**src/rtl/serial_shift_unit.sv**
```systemverilog
module serial_shift_unit #(
  parameter int DATA_W = 8,
  parameter int CNT_W  = 4
) (
  input  logic              clk,
  input  logic              rst_n,
  input  logic [1:0]        src_sel,
  input  logic              sw_strobe,
  input  logic              timer_match,
  input  logic              ser_clk_in,
  input  logic              ser_din,
  input  logic              wr_data_en,
  input  logic [DATA_W-1:0] wr_data,
  input  logic              cnt_wr_en,
  input  logic [CNT_W-1:0]  cnt_wr_data,
  input  logic              ovf_clr,
  input  logic              ovf_ie,
  output logic [DATA_W-1:0] data_q,
  output logic [DATA_W-1:0] buf_q,
  output logic [CNT_W-1:0]  cnt_q,
  output logic              ovf_flag,
  output logic              irq,
  output logic              ser_dout
);
  localparam logic [CNT_W-1:0] CNT_MAX = '1;
  localparam logic [CNT_W-1:0] CNT_ONE = CNT_W'(1);

  logic [2:0]        sck_q;
  logic              strobe, wrap, latch_open, hold_q;
  logic [DATA_W-1:0] data_nxt;

  always_ff @(posedge clk or negedge rst_n)
    if (!rst_n) sck_q <= '0;
    else        sck_q <= {sck_q[1:0], ser_clk_in};

  always_comb begin
    unique case (src_sel)
      2'd0:    strobe = sw_strobe;
      2'd1:    strobe = timer_match;
      2'd2:    strobe = sck_q[1] & ~sck_q[2];
      default: strobe = ~sck_q[1] & sck_q[2];
    endcase
  end

  assign data_nxt   = wr_data_en ? wr_data :
                      strobe     ? {data_q[DATA_W-2:0], ser_din} : data_q;
  assign wrap       = strobe & ~cnt_wr_en & (cnt_q == CNT_MAX);
  assign latch_open = ~src_sel[1] | (sck_q[1] == src_sel[0]);
  assign ser_dout   = latch_open ? data_q[DATA_W-1] : hold_q;
  assign irq        = ovf_flag & ovf_ie;

  always_ff @(posedge clk or negedge rst_n)
    if (!rst_n) begin
      data_q   <= '0;
      buf_q    <= '0;
      cnt_q    <= '0;
      ovf_flag <= 1'b0;
      hold_q   <= 1'b0;
    end else begin
      data_q <= data_nxt;
      if (latch_open) hold_q <= data_q[DATA_W-1];
      if (cnt_wr_en)   cnt_q <= cnt_wr_data;
      else if (strobe) cnt_q <= cnt_q + CNT_ONE;
      if (wrap) begin
        ovf_flag <= 1'b1;
        buf_q    <= data_nxt;
      end else if (ovf_clr) begin
        ovf_flag <= 1'b0;
      end
    end
endmodule


```
**config.mk**
```make
export PLATFORM = sky130hd
export DESIGN_NAME = serial_shift_unit
export DESIGN_NICKNAME = d
export VERILOG_FILES = /design/src/rtl/serial_shift_unit.sv
export SDC_FILE = /design/constraint.sdc
export NUM_CORES = 1
export LEC_CHECK = 0
export ABC_AREA = 1
export BUFFER_PORTS_ARGS = -buffer_cell sky130_fd_sc_hd__buf_2
export CAP_MARGIN = 20
export CORE_MARGIN = 4
export CORE_UTILIZATION = 40
export DETAILED_ROUTE_END_ITERATION = 7
export GPL_ROUTABILITY_DRIVEN = 0
export PLACE_DENSITY_LB_ADDON = 0.2
export SETUP_SLACK_MARGIN = 0.1
export SLEW_MARGIN = 20
export SYNTH_ARGS = -nofsm -noshare
export SYNTH_HDL_FRONTEND = slang
export SYNTH_SLANG_ARGS = --single-unit
```
**constraint.sdc**
```tcl
create_clock -name clk -period 3.1 [get_ports clk]
set_input_delay 0.465 -clock clk [delete_from_list [all_inputs] [get_ports clk]]
set_output_delay 0.465 -clock clk [all_outputs]
set_load 0.005 [all_outputs]
```
---- Word-level counts from Yosys, hierarchy flattened ----
Index checks and enable logic that the tools add are counted.
operators by class
  $add $sub $neg .......................... 1
  eq/ne operators ......................... 4
  muxes and demuxes ....................... 8
  bitwise logic cells ..................... 10
  reductions and logical operators ........ 3
operator list
  operator                                       number
  2-to-1 mux 8 bit                               2
  2-to-1 mux 4 bit                               2
  bitwise AND 1 bit                              5
  adder 4 x 1 -> 4 bit, second input constant    1
  == test 4 bit, second input constant           1
  NOT 1 bit                                      4
  nonzero test 2 bit                             2
  2-to-1 mux 1 bit                               3
  one-hot mux 1 bit (3 select lines)             1
  == test 2 x 1 -> 1 bit, second input constant  1
  == test 2 bit, second input constant           1
  zero test 2 bit                                1
  == test 1 bit                                  1
  OR 1 bit                                       1
word-level totals
  flip-flop bits (word level) ............. 25
  input bits .............................. 24
  output and inout bits ................... 23
  word-level logic and storage cells ...... 32

---- Longest topological paths before layout ----
Gate-level depths: netlist (run 1).
  depth in word-level cells ............... 6
  mapped depth ............................ 9
  mapped depth without buffers ............ 9

---- Worst setup path before layout (run 1) ----
OpenSTA, ideal clock, no wires.
  kind .................................... input to output
  start point ............................. input port src_sel[0]
  end point ............................... output port ser_dout
  data arrival time ....................... 1019 ps
  required time ........................... 2635 ps
  path slack .............................. 1616 ps
  cell stages on the path ................. 3
  buffers on the path ..................... 0
  cell sequence ........................... nand2_1 o21ai_0 mux2_2
between the ends
  longest elaborated chain between the ends .. 3
RTL lines
  element           line  text
  start, declared   7     input logic [1:0] src_sel,
  == test 1 bit     48    assign latch_open = ~src_sel[1] | (sck_q[1] == src_sel[0]);
  OR 1 bit          48
  2-to-1 mux 1 bit  49    assign ser_dout = latch_open ? data_q[DATA_W-1] : hold_q;
  end, declared     23    output logic ser_dout
Every way passes these cells.

---- Worst setup path after layout (run 1) ----
  start point ............................. register sck_q[1]
  end point ............................... output port ser_dout
between the ends
  longest elaborated chain between the ends .. 3
RTL lines
  element                 line  text
  start, declared         28    logic [2:0] sck_q;
  start signal, assigned  34    else sck_q <= {sck_q[1:0], ser_clk_in};
  == test 1 bit           48
  OR 1 bit                48
  2-to-1 mux 1 bit        49
Every way passes these cells.

==> run_results.csv, run 1 <==
group,metric,value,unit
run_status,outcome,"complete, no violations",
cts,clock_path_buffers,2,
cts,ctsRootBufferMaster,"clkbuf_4",
critical_path,start_kind,"flop",
place,dp_hpwl,2130,um
logic_synthesis,syn_area,0.00125,mm^2
cts,h-tree-depth,1,
power_and_ir_drop,swShare,30.3,%
logic_synthesis,yosysUniqueCellTypes,22,
logic_synthesis,synth_edf_count,0,
power_and_ir_drop,p_int,509,uW
logic_synthesis,yosysMostFrequentCell,"nand2_1",
logic_synthesis,synth.area.top_cells,"dfrtp_1 (50%), nand2_1 (12%), nand3_1 (8.0%)",
power_and_ir_drop,p_sw,221,uW
die,core_area,0.00303,mm^2
finish,fin_cells,236,
logic_synthesis,synth_nets,168,
sta,drv_slew,0,
route,routed_wl,2770,um
finish,synthToLayoutAreaGrowth,24.7,%
power_and_ir_drop,combPwrFrac,24.2,%
critical_path,slowest_delay,450,ps
logic_synthesis,netlist_top_cells_count,"nand2_1 (39), dfrtp_1 (25), nand3_1 (20), inv_1 (12)",
place,dp.cells,232,
critical_path,cp_max_fo,5,
run,cap_violations,0,
cts,hold_buffers,0,
sta,tightestPinTransition,553,ps
critical_path,cp.required,2630,ps
logic_synthesis,synth_warnings,0,
sta,hold_viol_final,0,
sta,fmax,511,MHz
power_and_ir_drop,seqPwrFrac,55.8,%
finish,post_route_cells_drive_above_1_share,35.9,%
power_and_ir_drop,irDropWorstVdd,0.252,mV
power_and_ir_drop,power_leakage,0.000880,uW
route,postRouteAntennaNets,0,
logic_synthesis,synth_area_leader_cell,"dfrtp_1",
route,wl_per_cell,11.7,um
finish,regArea,626,um^2
sta,min_period,1960,ps
global_route,grt_pass1_wl,4890,um
global_route,grt.total_usage,14.9,%
die,start_util,41.3,%
route,initialDrtViolationCount,20,
sta,tns,0,ps
power_and_ir_drop,clkPwrFrac,19.9,%
cts,cts_tree,"done",
critical_path,worstSetupEndpointType,"output pin",
sta,max_slew_margin,63.1,%
critical_path,worstPathArrival,1490,ps
sta,finalClockSkew,10.4,ps
critical_path,crit_path_top_delay_cell,"dfrtp_1",
logic_synthesis,async_flop_share,100,%
route,drc,0,
die,dieArea,0.00408,mm^2
global_route,grt_pass1_vias,1120,
die,die_w,63.9,um
place,io_buffers,46,
route,via_per_inst,4.70,
global_route,grt-ovfl-total,0,
route,vias,1109,
sta,setup_viol,0,
logic_synthesis,ys_seq_area_share,50.1,%
cts,cts_sinks,25,
cts,clk-insertion-delay-late,320,ps
critical_path,critPathKind,"flop to output pin",
die,rows,20,
finish,fin_nets,218,
logic_synthesis,syn_area_per_cell,8.74,um^2
sta,timing.final.crit_share,63.1,%
logic_synthesis,synth_cells,143,
cts,clk_pin_slew,140,ps
finish,multi_input_area,563,um^2
logic_synthesis,yosysTopAreaCellShare,50.1,%
global_route,grt_max_degree,26,
cts,post_cts_buffers,0,
finish,diodes,0,
sta,rsz0062_at_grt,"false",
min_path,hp-class,"primary input to asynchronous set/reset pin",
die,die_h,63.9,um
global_route,antenna_found_initial,0,
power_and_ir_drop,power.total,730,uW
die,io_pins,47,
critical_path,cp.buffers_inverters,1,
logic_synthesis,synth_ff_type,"dfrtp_1",
critical_path,critPathTopFamily,"flip-flops",
critical_path,worstPathCellList,"o21ai_0, mux2_2, buf_2",
power_and_ir_drop,powerDensity,468,mW/mm^2
route,firstDrtPassIters,4,
cts,numCtsBuffers,3,
logic_synthesis,synth-seq-cells,25,
finish,fillers,304,
cts,post_cts_resized,0,
path summary, 6_finish.rpt:
path | start | to | slack [ps] | depth (start not counted)
worst min register to register | sck_q[0] | sck_q[1] | 380 | 0
worst min-delay path | rst_n | sck_q[0] | 110 | 1
worst max register to register | sck_q[1] | buf_q[3] | 1580 | 9
max in group asynchronous | rst_n | buf_q[6] | 2620 | 1
min in group clk | ser_clk_in | sck_q[0] | 240 | 1
worst max-delay path | sck_q[1] | ser_dout | 1140 | 3
placed cells by master, fill, tap and decap left out, types with 2 or more instances in the layout:
master,instances
buf_2,46
nand2_1,39
dfrtp_1,25
nand3_1,20
inv_1,12
nand4_1,8
or2_2,8
and2_1,8
nor2_1,6
clkbuf_4,3
nand2_2,2
nand2_4,2
o211ai_1,2
sequential cells by signal (all words and copies together), names as in the netlist:
name	count
hold_q	1
sck_q	3
data_q	8
ovf_flag	1
buf_q	8
cnt_q	4
cell type report:
| type | instances | share of cell area [%] |
|---|---|---|
| inverter | 14 | 3.69 |
| sequential | 25 | 40.1 |
| tap | 44 | 3.53 |
| clock inverter | 1 | 0.321 |
| timing repair buffer | 46 | 14.8 |
| multi-input combinational | 103 | 36.1 |
| clock buffer | 3 | 1.44 |
power groups by stage:
stage          clock, uW  sequential [uW]  combinational (uW)
2_1_floorplan          0              415                90.5
3_3_place_gp           0              412                 177
3_5_place_dp           0              413                 181
4_1_cts              150              408                 181
5_1_grt              167              416                 207
6_report             145              408                 177
kinds of logic after synthesis:
group / after synthesis / share of synthesized area, %
and+or+nand+nor: 96 / 40.1
DFF: 25 / 50.1
buffers and inverters: 15 / 4.90
AOI/OAI and AO/OA: 4 / 2.30
xor gates and xnor gates: 1 / 0.701
muxes: 1 / 0.901
adders and majority gates: 1 / 1.00
metal layers:
layer  GRT usage, %  wire (um)
met3           4.92        165
met4           2.43         15
met2           24.3       1320
met5              0          0
met1           19.4       1270
metrics by stage:
stage	util, %	cell area, um^2	hold WS [ps]	setup slack, ps
floorplan	-	1250	169	1620
global placement	50.6	1530	346	1360
detailed placement	50.6	1530	347	1300
CTS	51.5	1560	121	1110
global route	51.5	1560	143	1040
finish	51.5	1560	106	1140
worst reg2reg max path: cells and delay by family, from the launching register on:
family	cells	cell delay, ps
simple gates	7	850
flops	1	440
buf+inv	2	130
No activity file was read; power rests on OpenSTA's default activity.
==> run 2: changes to the inputs <==
clock period = 1.6 ns   (was 3.1 ns; I/O delays follow)
==> run_results.csv, run 2 (synthesis results as in run 1) <==
group,metric,value,unit
sta,setup_ws,26.4,ps
power_and_ir_drop,irDropWorstVdd,0.627,mV
route,drc,0,
place,dpl_cell_area,0.00153,mm^2
critical_path,crit_start,"sck_q[1]",
power_and_ir_drop,p_int,1030,uW
run,cap_violations,0,
finish,multi_input_area,629,um^2
sta,setup_viol,0,
finish,diodes,0,
sta,timing.final.crit_share,98.3,%
place,io_buffers,46,
finish,post_route_cells_drive_above_1_share,44.0,%
power_and_ir_drop,p_sw,463,uW
power_and_ir_drop,combPwrFrac,26.9,%
sta,hold_viol_final,0,
finish,final_cell_mix,"buf_2 (45), nand2_1 (39), dfrtp_1 (25), nand3_1 (14), inv_1 (12)",
min_path,holdPathStages,1,
critical_path,reg2reg_from,"sck_q[1]",
die,dieArea,0.00408,mm^2
global_route,grt_max_degree,26,
cts,cts_tree,"done",
die,die_w,63.9,um
finish,top_regs,"buf_q: 8 flops, data_q: 8 flops, cnt_q: 4 flops",
global_route,grt.total_usage,15.9,%
cts,h-tree-depth,1,
power_and_ir_drop,seqPwrFrac,53.0,%
sta,fmax,635,MHz
finish,final_util,56.1,%
critical_path,start_kind,"flop",
route,firstDrtPassIters,5,
critical_path,cp_max_fo,3,
sta,drv_slew,0,
route,via_per_inst,4.73,
die,start_util,41.3,%
finish,final_common_cell,"buf_2",
cts,numCtsBuffers,3,
critical_path,worstPathArrival,1330,ps
critical_path,reg2regPathDepth,10,
sta,tightestPinTransition,537,ps
min_path,min_to,"sck_q[0]",
global_route,grt-ovfl-total,0,
critical_path,cp.required,1360,ps
cts,cts_sinks,25,
power_and_ir_drop,powerDensity,879,mW/mm^2
route,wl_per_cell,12.2,um
route,routed_wl,2970,um
die,io_pins,47,
run_status,outcome,"complete, no violations",
place,dp_hpwl,2280,um
cts,clk-insertion-delay-late,330,ps
finish,fin_nets,226,
finish,regArea,626,um^2
min_path,hp-class,"primary input to flop",
critical_path,critPathKind,"flop to output pin",
power_and_ir_drop,power.total,1490,uW
global_route,grt_pass1_vias,1215,
sta,min_period,1570,ps
sta,rsz0062_at_grt,"true",
critical_path,r2r_end,"buf_q[1]",
sta,whs,18.0,ps
cts,clk_pin_slew,140,ps
cts,clock_path_buffers,2,
global_route,grt_pass1_wl,5310,um
route,postRouteAntennaNets,0,
critical_path,rrSetupSlack,70,ps
power_and_ir_drop,clkPwrFrac,20.2,%
route,vias,1154,
die,rows,20,
die,core_area,0.00303,mm^2
cts,ctsRootBufferMaster,"clkbuf_4",
critical_path,worstSetupEndpointType,"output pin",
place,dp_slack,134,ps
min_path,min_from,"ser_clk_in",
sta,max_slew_margin,64.2,%
sta,finalClockSkew,9.89,ps
finish,synthToLayoutAreaGrowth,35.8,%
global_route,antenna_found_initial,0,
die,die_h,63.9,um
finish,postLayoutCellArea,0.00170,mm^2
power_and_ir_drop,power_leakage,0.000944,uW
finish,fillers,286,
route,initialDrtViolationCount,55,
power_and_ir_drop,swShare,31.0,%
run 2: changes by cell type in the layout (fill, tap and decap cells not counted), moves of 2 or more:
| cell | previous run | this run |
|---|---|---|
| and2_4 | 0 | 3 |
| buf_6 | 0 | 3 |
| nor2_4 | 0 | 2 |
| nand3_1 | 20 | 14 |
| and2_1 | 8 | 5 |
| nand3_2 | 1 | 7 |
| nor2_1 | 6 | 4 |
| buf_4 | 0 | 4 |
run 2: worst max-delay path by stage:
stage | cells after the start | slack, ps | end
2_1_floorplan | 8 | 280 | buf_q[0]
3_3_place_gp | 8 | 190 | buf_q[0]
3_5_place_dp | 8 | 130 | buf_q[4]
4_1_cts | 3 | 20 | ser_dout
5_1_grt | 10 | -50 | buf_q[1]
6_report | 3 | 30 | ser_dout
run 2: routing by layer:
metal | wire length (um) | GRT usage [%]
met3 | 194 | 4.75
met2 | 1450 | 27.4
met5 | 0 | 0
met4 | 36 | 3.50
met1 | 1290 | 19.5
run 2: power groups by stage:
stage	logic (uW)	registers [uW]	clock network, uW
3_3_place_gp	347	801	0
2_1_floorplan	175	803	0
6_report	401	791	301
4_1_cts	373	791	312
3_5_place_dp	354	801	0
5_1_grt	458	806	352
run 2: repair_timing:
| action | in CTS | in global routing |
|---|---|---|
| pin swaps | 3 | 8 |
| endpoints found under the hold margin | 25 | 0 |
| cloned | 1 | 0 |
| hold buffers | 1 | 0 |
| gates resized for setup | 6 | 12 |
| buffers inserted | 1 | 5 |
| endpoints found under the setup margin | 1 | 22 |
run 2: stage by stage:
stage | instances | TNS [ps]
after detailed placement | 232 | 0
after floorplan | 143 | 0
final | 244 | 0
after global routing | 244 | -406
after CTS | 239 | 0
after global placement | 232 | 0
run 2: layout make-up:
class	instances	area share [%]
multi-input combinational	104	37.1
tap	44	3.24
clock inverter	1	0.516
timing repair buffer	53	17.6
clock buffer	3	1.33
sequential	25	36.8
inverter	14	3.39
run 2: critical path, cell delays in order, from the launching register on:
cell,delay [ps]
dfrtp_1,440
o21ai_2,140
mux2_4,320
buf_6,120
